## src/rtl/fhf_pkg.sv

```systemverilog
package fhf_pkg;
    localparam int HW = 32;

    typedef enum logic [1:0] {
        FS_EMPTY = 2'd0,
        FS_PART  = 2'd1,
        FS_FULL  = 2'd2
    } fifo_state_e;

    typedef struct packed {
        logic txd_wr;
        logic rxd_rd;
        logic rxs_pop;
        logic rxs_peek;
        logic txs_pop;
        logic txs_peek;
        logic lvl_rxd;
        logic lvl_txd;
        logic lvl_rxs;
        logic lvl_txs;
        logic flag_rd;
        logic flag_wr;
    } hdec_t;

    localparam logic [7:0] A_RXS_POP  = 8'h40;
    localparam logic [7:0] A_RXS_PEEK = 8'h44;
    localparam logic [7:0] A_TXS_POP  = 8'h48;
    localparam logic [7:0] A_TXS_PEEK = 8'h4C;
    localparam logic [7:0] A_LVL_RXD  = 8'h50;
    localparam logic [7:0] A_LVL_TXD  = 8'h54;
    localparam logic [7:0] A_LVL_RXS  = 8'h58;
    localparam logic [7:0] A_LVL_TXS  = 8'h5C;
    localparam logic [7:0] A_FLAGS    = 8'h60;
endpackage

```

## src/rtl/fhf_fifo.sv

```systemverilog
module fhf_fifo
    import fhf_pkg::*;
#(
    parameter int DEPTH = 16,
    parameter int W     = 32,
    localparam int AW   = (DEPTH > 1) ? $clog2(DEPTH) : 1,
    localparam int LW   = $clog2(DEPTH + 1)
) (
    input  logic          clk,
    input  logic          rst_n,
    input  logic          push,
    input  logic [W-1:0]  push_data,
    input  logic          pop,
    output logic [W-1:0]  head,
    output logic [LW-1:0] level,
    output logic          empty,
    output logic          full
);
    logic [W-1:0]  mem [DEPTH];
    logic [AW-1:0] wr_ptr, rd_ptr;
    logic [LW-1:0] level_q, level_n;
    fifo_state_e   state_q, state_n;
    logic          push_ok, pop_ok;

    function automatic logic [AW-1:0] ptr_inc(input logic [AW-1:0] p);
        return (p == AW'(DEPTH - 1)) ? '0 : p + 1'b1;
    endfunction

    // refuse push in FS_FULL and pop in FS_EMPTY
    always_comb begin
        push_ok = 1'b0;
        pop_ok  = 1'b0;
        unique case (state_q)
            FS_EMPTY: push_ok = push;
            FS_PART: begin
                push_ok = push;
                pop_ok  = pop;
            end
            FS_FULL:  pop_ok  = pop;
            default: ;
        endcase
    end

    always_ff @(posedge clk) begin
        if (push_ok) mem[wr_ptr] <= push_data;
    end

    always_ff @(posedge clk) begin
        if (!rst_n) begin
            wr_ptr  <= '0;
            rd_ptr  <= '0;
            level_q <= '0;
        end else begin
            if (push_ok) wr_ptr <= ptr_inc(wr_ptr);
            if (pop_ok)  rd_ptr <= ptr_inc(rd_ptr);
            level_q <= level_n;
        end
    end

    // next state from next level
    always_comb begin
        level_n = level_q + LW'(push_ok) - LW'(pop_ok);
        if (level_n == '0)
            state_n = FS_EMPTY;
        else if (level_n == LW'(DEPTH))
            state_n = FS_FULL;
        else
            state_n = FS_PART;
    end

    always_ff @(posedge clk) begin
        if (!rst_n) state_q <= FS_EMPTY;
        else        state_q <= state_n;
    end

    always_comb begin
        empty = 1'b0;
        full  = 1'b0;
        unique case (state_q)
            FS_EMPTY: empty = 1'b1;
            FS_PART:  ;
            FS_FULL:  full  = 1'b1;
            default:  ;
        endcase
    end

    assign head  = mem[rd_ptr];
    assign level = level_q;

    AST_LEVEL_BOUND: assert property (@(posedge clk) disable iff (!rst_n)
        level_q <= LW'(DEPTH));
    AST_EMPTY_POP_HOLDS: assert property (@(posedge clk) disable iff (!rst_n)
        (pop && empty && !push) |=> (level_q == '0) && (rd_ptr == $past(rd_ptr)));
    AST_NO_OVERFLOW: assert property (@(posedge clk) disable iff (!rst_n)
        (push && full && !pop) |=> full && (wr_ptr == $past(wr_ptr)));
    AST_BOTH_KEEP_LEVEL: assert property (@(posedge clk) disable iff (!rst_n)
        (push && pop && !empty && !full) |=> $stable(level_q));
    AST_STATE_MATCH: assert property (@(posedge clk) disable iff (!rst_n)
        (empty == (level_q == '0)) && (full == (level_q == LW'(DEPTH))));
endmodule

```

## src/rtl/fhf_decode.sv

```systemverilog
module fhf_decode
    import fhf_pkg::*;
(
    input  logic       cs,
    input  logic       we,
    input  logic [7:0] addr,
    output hdec_t      dec
);
    logic rd, wr;

    always_comb begin
        rd  = cs && !we;
        wr  = cs && we;
        dec = '0;
        dec.txd_wr   = wr && (addr[7:5] == 3'b000) && (addr[1:0] == 2'b00);
        dec.rxd_rd   = rd && (addr[7:5] == 3'b001) && (addr[1:0] == 2'b00);
        dec.rxs_pop  = rd && (addr == A_RXS_POP);
        dec.rxs_peek = rd && (addr == A_RXS_PEEK);
        dec.txs_pop  = rd && (addr == A_TXS_POP);
        dec.txs_peek = rd && (addr == A_TXS_PEEK);
        dec.lvl_rxd  = rd && (addr == A_LVL_RXD);
        dec.lvl_txd  = rd && (addr == A_LVL_TXD);
        dec.lvl_rxs  = rd && (addr == A_LVL_RXS);
        dec.lvl_txs  = rd && (addr == A_LVL_TXS);
        dec.flag_rd  = rd && (addr == A_FLAGS);
        dec.flag_wr  = wr && (addr == A_FLAGS);
    end
endmodule

```

## src/rtl/fhf_sticky.sv

```systemverilog
module fhf_sticky (
    input  logic       clk,
    input  logic       rst_n,
    input  logic       set_unf,
    input  logic       set_ovf,
    input  logic       clr_en,
    input  logic [1:0] clr_bits,
    output logic [1:0] flags
);
    logic [1:0] flags_q;

    always_ff @(posedge clk) begin
        if (!rst_n) begin
            flags_q <= '0;
        end else begin
            flags_q[0] <= set_unf | (flags_q[0] & ~(clr_en & clr_bits[0]));
            flags_q[1] <= set_ovf | (flags_q[1] & ~(clr_en & clr_bits[1]));
        end
    end

    assign flags = flags_q;

    AST_UNF_STICKY: assert property (@(posedge clk) disable iff (!rst_n)
        (flags_q[0] && !(clr_en && clr_bits[0])) |=> flags_q[0]);
    AST_OVF_SET: assert property (@(posedge clk) disable iff (!rst_n)
        set_ovf |=> flags_q[1]);
    AST_CLEAR_WORKS: assert property (@(posedge clk) disable iff (!rst_n)
        (clr_en && clr_bits[1] && !set_ovf) |=> !flags_q[1]);
endmodule

```

## src/rtl/fifo_host_front.sv

```systemverilog
module fifo_host_front
    import fhf_pkg::*;
#(
    parameter int TXD_DEPTH = 16,
    parameter int RXD_DEPTH = 16,
    parameter int TXS_DEPTH = 8,
    parameter int RXS_DEPTH = 8,
    localparam int TXD_LW   = $clog2(TXD_DEPTH + 1),
    localparam int RXD_LW   = $clog2(RXD_DEPTH + 1),
    localparam int TXS_LW   = $clog2(TXS_DEPTH + 1),
    localparam int RXS_LW   = $clog2(RXS_DEPTH + 1)
) (
    input  logic        clk,
    input  logic        rst_n,
    input  logic        hst_cs,
    input  logic        hst_we,
    input  logic [7:0]  hst_addr,
    input  logic [31:0] hst_wdata,
    output logic [31:0] hst_rdata,
    input  logic        mac_txd_pop,
    output logic [31:0] mac_txd_data,
    output logic        mac_txd_empty,
    input  logic        mac_rxd_push,
    input  logic [31:0] mac_rxd_data,
    output logic        mac_rxd_full,
    input  logic        mac_txs_push,
    input  logic [31:0] mac_txs_data,
    output logic        mac_txs_full,
    input  logic        mac_rxs_push,
    input  logic [31:0] mac_rxs_data,
    output logic        mac_rxs_full
);
    hdec_t              dec;
    logic [HW-1:0]      rxd_head, txs_head, rxs_head;
    logic [TXD_LW-1:0]  txd_level;
    logic [RXD_LW-1:0]  rxd_level;
    logic [TXS_LW-1:0]  txs_level;
    logic [RXS_LW-1:0]  rxs_level;
    logic               txd_full, rxd_empty, txs_empty, rxs_empty;
    logic               set_unf, set_ovf, rd_any;
    logic [1:0]         flags;
    logic [HW-1:0]      rd_val, rdata_q;

    fhf_decode u_dec (.cs(hst_cs), .we(hst_we), .addr(hst_addr), .dec(dec));

    fhf_fifo #(.DEPTH(TXD_DEPTH), .W(HW)) u_txd (
        .clk(clk), .rst_n(rst_n), .push(dec.txd_wr), .push_data(hst_wdata),
        .pop(mac_txd_pop), .head(mac_txd_data), .level(txd_level),
        .empty(mac_txd_empty), .full(txd_full));

    fhf_fifo #(.DEPTH(RXD_DEPTH), .W(HW)) u_rxd (
        .clk(clk), .rst_n(rst_n), .push(mac_rxd_push), .push_data(mac_rxd_data),
        .pop(dec.rxd_rd), .head(rxd_head), .level(rxd_level),
        .empty(rxd_empty), .full(mac_rxd_full));

    fhf_fifo #(.DEPTH(TXS_DEPTH), .W(HW)) u_txs (
        .clk(clk), .rst_n(rst_n), .push(mac_txs_push), .push_data(mac_txs_data),
        .pop(dec.txs_pop), .head(txs_head), .level(txs_level),
        .empty(txs_empty), .full(mac_txs_full));

    fhf_fifo #(.DEPTH(RXS_DEPTH), .W(HW)) u_rxs (
        .clk(clk), .rst_n(rst_n), .push(mac_rxs_push), .push_data(mac_rxs_data),
        .pop(dec.rxs_pop), .head(rxs_head), .level(rxs_level),
        .empty(rxs_empty), .full(mac_rxs_full));

    assign set_unf = (dec.rxd_rd  && rxd_empty) ||
                     (dec.rxs_pop && rxs_empty) ||
                     (dec.txs_pop && txs_empty);
    assign set_ovf = dec.txd_wr && txd_full;

    fhf_sticky u_flags (
        .clk(clk), .rst_n(rst_n), .set_unf(set_unf), .set_ovf(set_ovf),
        .clr_en(dec.flag_wr), .clr_bits(hst_wdata[1:0]), .flags(flags));

    assign rd_any = hst_cs && !hst_we;

    // read mux; an empty FIFO reads as zero
    always_comb begin
        rd_val = '0;
        if (dec.rxd_rd)
            rd_val = rxd_empty ? '0 : rxd_head;
        else if (dec.rxs_pop || dec.rxs_peek)
            rd_val = rxs_empty ? '0 : rxs_head;
        else if (dec.txs_pop || dec.txs_peek)
            rd_val = txs_empty ? '0 : txs_head;
        else if (dec.lvl_rxd)
            rd_val = HW'(rxd_level);
        else if (dec.lvl_txd)
            rd_val = HW'(txd_level);
        else if (dec.lvl_rxs)
            rd_val = HW'(rxs_level);
        else if (dec.lvl_txs)
            rd_val = HW'(txs_level);
        else if (dec.flag_rd)
            rd_val = HW'(flags);
    end

    always_ff @(posedge clk) begin
        if (!rst_n)      rdata_q <= '0;
        else if (rd_any) rdata_q <= rd_val;
    end

    assign hst_rdata = rdata_q;

    AST_DEC_ONEHOT: assert property (@(posedge clk) disable iff (!rst_n)
        $onehot0(dec));
    AST_EMPTY_READ_ZERO: assert property (@(posedge clk) disable iff (!rst_n)
        (dec.rxd_rd && rxd_empty) |=> (hst_rdata == '0));
    AST_PEEK_KEEPS: assert property (@(posedge clk) disable iff (!rst_n)
        (dec.rxs_peek && !mac_rxs_push) |=> $stable(rxs_level));
    AST_TX_PUSH_LEVEL: assert property (@(posedge clk) disable iff (!rst_n)
        (dec.txd_wr && !txd_full && !mac_txd_pop) |=> (txd_level == $past(txd_level) + 1'b1));
endmodule

```

## config.mk

```make
export PLATFORM = sky130hd
export DESIGN_NAME = fifo_host_front
export DESIGN_NICKNAME = d
export VERILOG_FILES = /design/src/rtl/fhf_pkg.sv /design/src/rtl/fhf_fifo.sv /design/src/rtl/fhf_decode.sv /design/src/rtl/fhf_sticky.sv /design/src/rtl/fifo_host_front.sv
export SDC_FILE = /design/constraint.sdc
export NUM_CORES = 1
export LEC_CHECK = 0
export BUFFER_PORTS_ARGS = -buffer_cell sky130_fd_sc_hd__buf_2
export CORE_AREA = 2 2 505 507
export DETAILED_ROUTE_END_ITERATION = 6
export DIE_AREA = 0 0 507 509
export SYNTH_ARGS = -nofsm -noshare
export SYNTH_HDL_FRONTEND = slang
export SYNTH_SLANG_ARGS = --single-unit
```

## constraint.sdc

```tcl
create_clock -name clk -period 8.6 [get_ports clk]
set_input_delay 0 -clock clk [delete_from_list [all_inputs] [get_ports clk]]
set_output_delay 0 -clock clk [all_outputs]
set_load 0.05 [all_outputs]
```

==> run_results.csv <==
group,metric,value,unit
timing,fmax,258.8,MHz
global_routing,grt_max_degree,85,
clocking,htreeDepth,4,
global_routing,grt_pass1_wl,228.7,mm
drt,vias,30760,
logic_synthesis,synth_top_cell_area_share,73.25,%
die,start_util,24.91,%
finish,fin_cells,6850,
logic_synthesis,synth_flop_cell,"edfxtp_1",
logic_synthesis,syn_area_per_cell,21.67,um2
flow_run,maxCapViolCount,0,
clocking,clk-insertion-delay-late,0.80,ns
finish,final_area,74980,um2
critical_path,critPathRequiredTime,8.60,ns
die,num_io_pins,212,
status,status,"complete, no violations",
die,die_w,507,um
die,dieArea,258100,um2
pwr,power.density,240.0,nW/um2
clocking,clk_pin_slew_worst_paths,0.06,ns
logic_synthesis,synth_common_cells,"edfxtp_1, mux4_2, dfxtp_1",
global_routing,grt_pass1_vias,31420,
critical_path,cp_max_fo,83,
drt,drtIter0Drc,2757,
critical_path,critPathTopFamily,"multiplexers",
pwr,switching_share,23.71,%
logic_synthesis,synth_most_common_cell,"edfxtp_1",
drt,ant_nets,0,
logic_synthesis,netlist_top_cells_area,"edfxtp_1, mux4_2, dfxtp_1, a22oi_1, mux2i_1",
drt,drc,0,
placed_design,placed_area,68270,um2
logic_synthesis,yosysSeqAreaShare,76.49,%
critical_path,cp_cell_sequence,"buf_12, mux4_1, mux4_2, buf_2",
logic_synthesis,async_flop_share,0,%
timing,hold_violations,0,
finish,fin_nets,3543,
critical_path,cp_num_buf_inv,2,
clocking,cts_resized,0,
finish,fillCellCount,24580,
global_routing,grt_overflow_total,0,
timing,clock_skew,0.04269,ns
logic_synthesis,netlist_instances,2906,
pwr,power,17.99,mW
hold_path,hold_path.class,"in -> reg",
drt,wl_per_cell,23.51,um
pwr,ir_drop,0.2076,mV
pwr,pwr-share-seq,51.0,%
clocking,cts-buffers-inserted,159,
critical_path,critical_path_class,"reg -> out",
die,die_h,509,um
clocking,cts_tree,"yes",
placed_design,port_buffers,211,
timing,rsz0062_at_grt,"no",
timing,finalCritPeriodShare,44.92,%
pwr,power_leakage,22.91,nW
pwr,pwr-share-comb,10.3,%
drt,wl,161.0,mm
die,num_rows,185,
placed_design,place_congestion,0.7402,
finish,final_util,29.67,%
clocking,clkSinkCount,1638,
drt,firstDrtPassIters,7,
logic_synthesis,synth_edf_count,1536,
timing,worst_pin_slew,1.016,ns
clocking,cts_buffer_depth,3,
timing,slew_headroom,31.93,%
timing,period_needed,3.863,ns
logic_synthesis,ys_seq_elements,1638,
timing,finalMaxSlewViolations,0,
finish,drive_above_1_share,29.23,%
clocking,cts_root_buf,"clkbuf_16",
global_routing,grtUsageTotal,12.23,%
pwr,p_switching,4.266,mW
logic_synthesis,synth_cell_types,59,
critical_path,cp.arrival,3.86,ns
drt,avgViaCountPerCell,4.490,
placed_design,dp_hpwl,94.46,mm
critical_path,endpoint_kind,"output port",
timing,fin_setup_tns,0,ns
finish,synthToLayoutAreaGrowth,19.08,%
logic_synthesis,yosysWarnings,0,
finish,multi_input_area,14050,um2
placed_design,placedCellCount,6406,
logic_synthesis,syn_nets,3102,
logic_synthesis,syn-cell-area,62970,um2
pwr,clkPwrFrac,38.8,%
global_routing,antenna_found_initial,64,
timing,setup_viol,0,
critical_path,start_kind,"flop",
critical_path,slowest_stage,"dfxtp_4",
finish,seq_area,48200,um2
pwr,internal_power,13.73,mW
die,core,252800,um2
critical_path,cp_slowest_stage_delay,0.98,ns
logic_synthesis,yosysTopAreaCell,"edfxtp_1",
[power by group through the flow]
stage | sequential [mW] | clock (mW) | combinational [mW]
final | 9.17 | 6.98 | 1.85
after global routing | 9.20 | 7.44 | 1.99
after CTS | 9.18 | 7.13 | 1.88
after detailed placement | 9.35 | 0 | 1.81
after global placement | 9.34 | 0 | 1.78
after floorplan | 9.30 | 0 | 1.25
[cell type report]
cell class,count,area share [%]
Sequential cell,1638,64.27
Multi-Input combinational cell,1069,18.74
Clock buffer,200,5.775
Tap cell,3366,5.617
Timing Repair Buffer,431,4.131
Clock inverter,90,1.198
Inverter,48,0.2403
Antenna cell,8,0.02670
[worst paths after layout]
check | end | start | cells past startpoint | slack [ns]
worst max-delay path | mac_txd_data[13] | flop | 4 | 4.74
worst min-delay path | u_txs.mem[1][5] | mac_txs_data[5] | 2 | 0.05
worst max register to register | u_rxd.state_q[1] | u_rxd.state_q[0] | 10 | 5.28
worst min register to register | flop | u_txs.rd_ptr[1] | 2 | 0.49
[sequential cells by signal, indices dropped and copies added, names as in the netlist, 5 cells and up, named ones only]
register	cells
u_txs.mem	256
u_rxs.mem	256
u_rxd.mem	512
u_txd.level	5
u_txd.mem	512
hst_rdata	32
u_rxd.level	5
[metal layers]
layer / wire length (um) / GRT usage, %
met4: 5618 / 4.154
met1: 63400 / 14.98
met5: 226 / 0
met2: 80070 / 20.77
met3: 11700 / 3.323
[cell usage in the layout (no fill, tap or decap), drive strengths merged, types with 8 or more instances in the layout]
cell type / n
edfxtp: 1536
mux4: 389
buf: 285
clkbuf: 200
dlygate4sd3: 146
dfxtp: 102
a22oi: 87
clkinv: 70
mux2i: 65
a21oi: 58
inv: 55
nor2: 49
ha: 48
o21ai: 44
nand2: 43
a21o: 38
mux2: 37
o211ai: 31
a31oi: 31
and2: 30
nor3: 20
xnor2: 11
bufinv: 11
nor2b: 11
diode: 8
xor2: 8
nand2b: 8
and3: 8
[stage by stage]
| stage | hold slack [ns] | setup WS [ns] |
|---|---|---|
| after floorplan | 0.09887 | 4.212 |
| after global placement | 0.2643 | 5.240 |
| after detailed placement | 0.2755 | 5.291 |
| after CTS | 0.007930 | 4.586 |
| after global routing | 0.03025 | 4.419 |
| final | 0.05319 | 4.737 |
[cells by family after synthesis]
| logic type | after synthesis | synth area share (%) |
|---|---|---|
| AOI/OAI and AO/OA | 307 | 3.245 |
| xor gates and xnor gates | 19 | 0.2643 |
| adders and majority gates | 52 | 1.081 |
| buffers and inverters | 199 | 1.611 |
| DFF | 1638 | 76.49 |
| muxes | 491 | 15.63 |
| and+or+nand+nor | 200 | 1.677 |
[repair_timing]
action / 4_1_cts / 5_1_grt
endpoints found under the setup margin: 0 / 0
hold buffers: 146 / 0
setup buffers: 0 / 0
hold endpoints to repair: 1605 / 0
(Power assumes the default switching activity.)
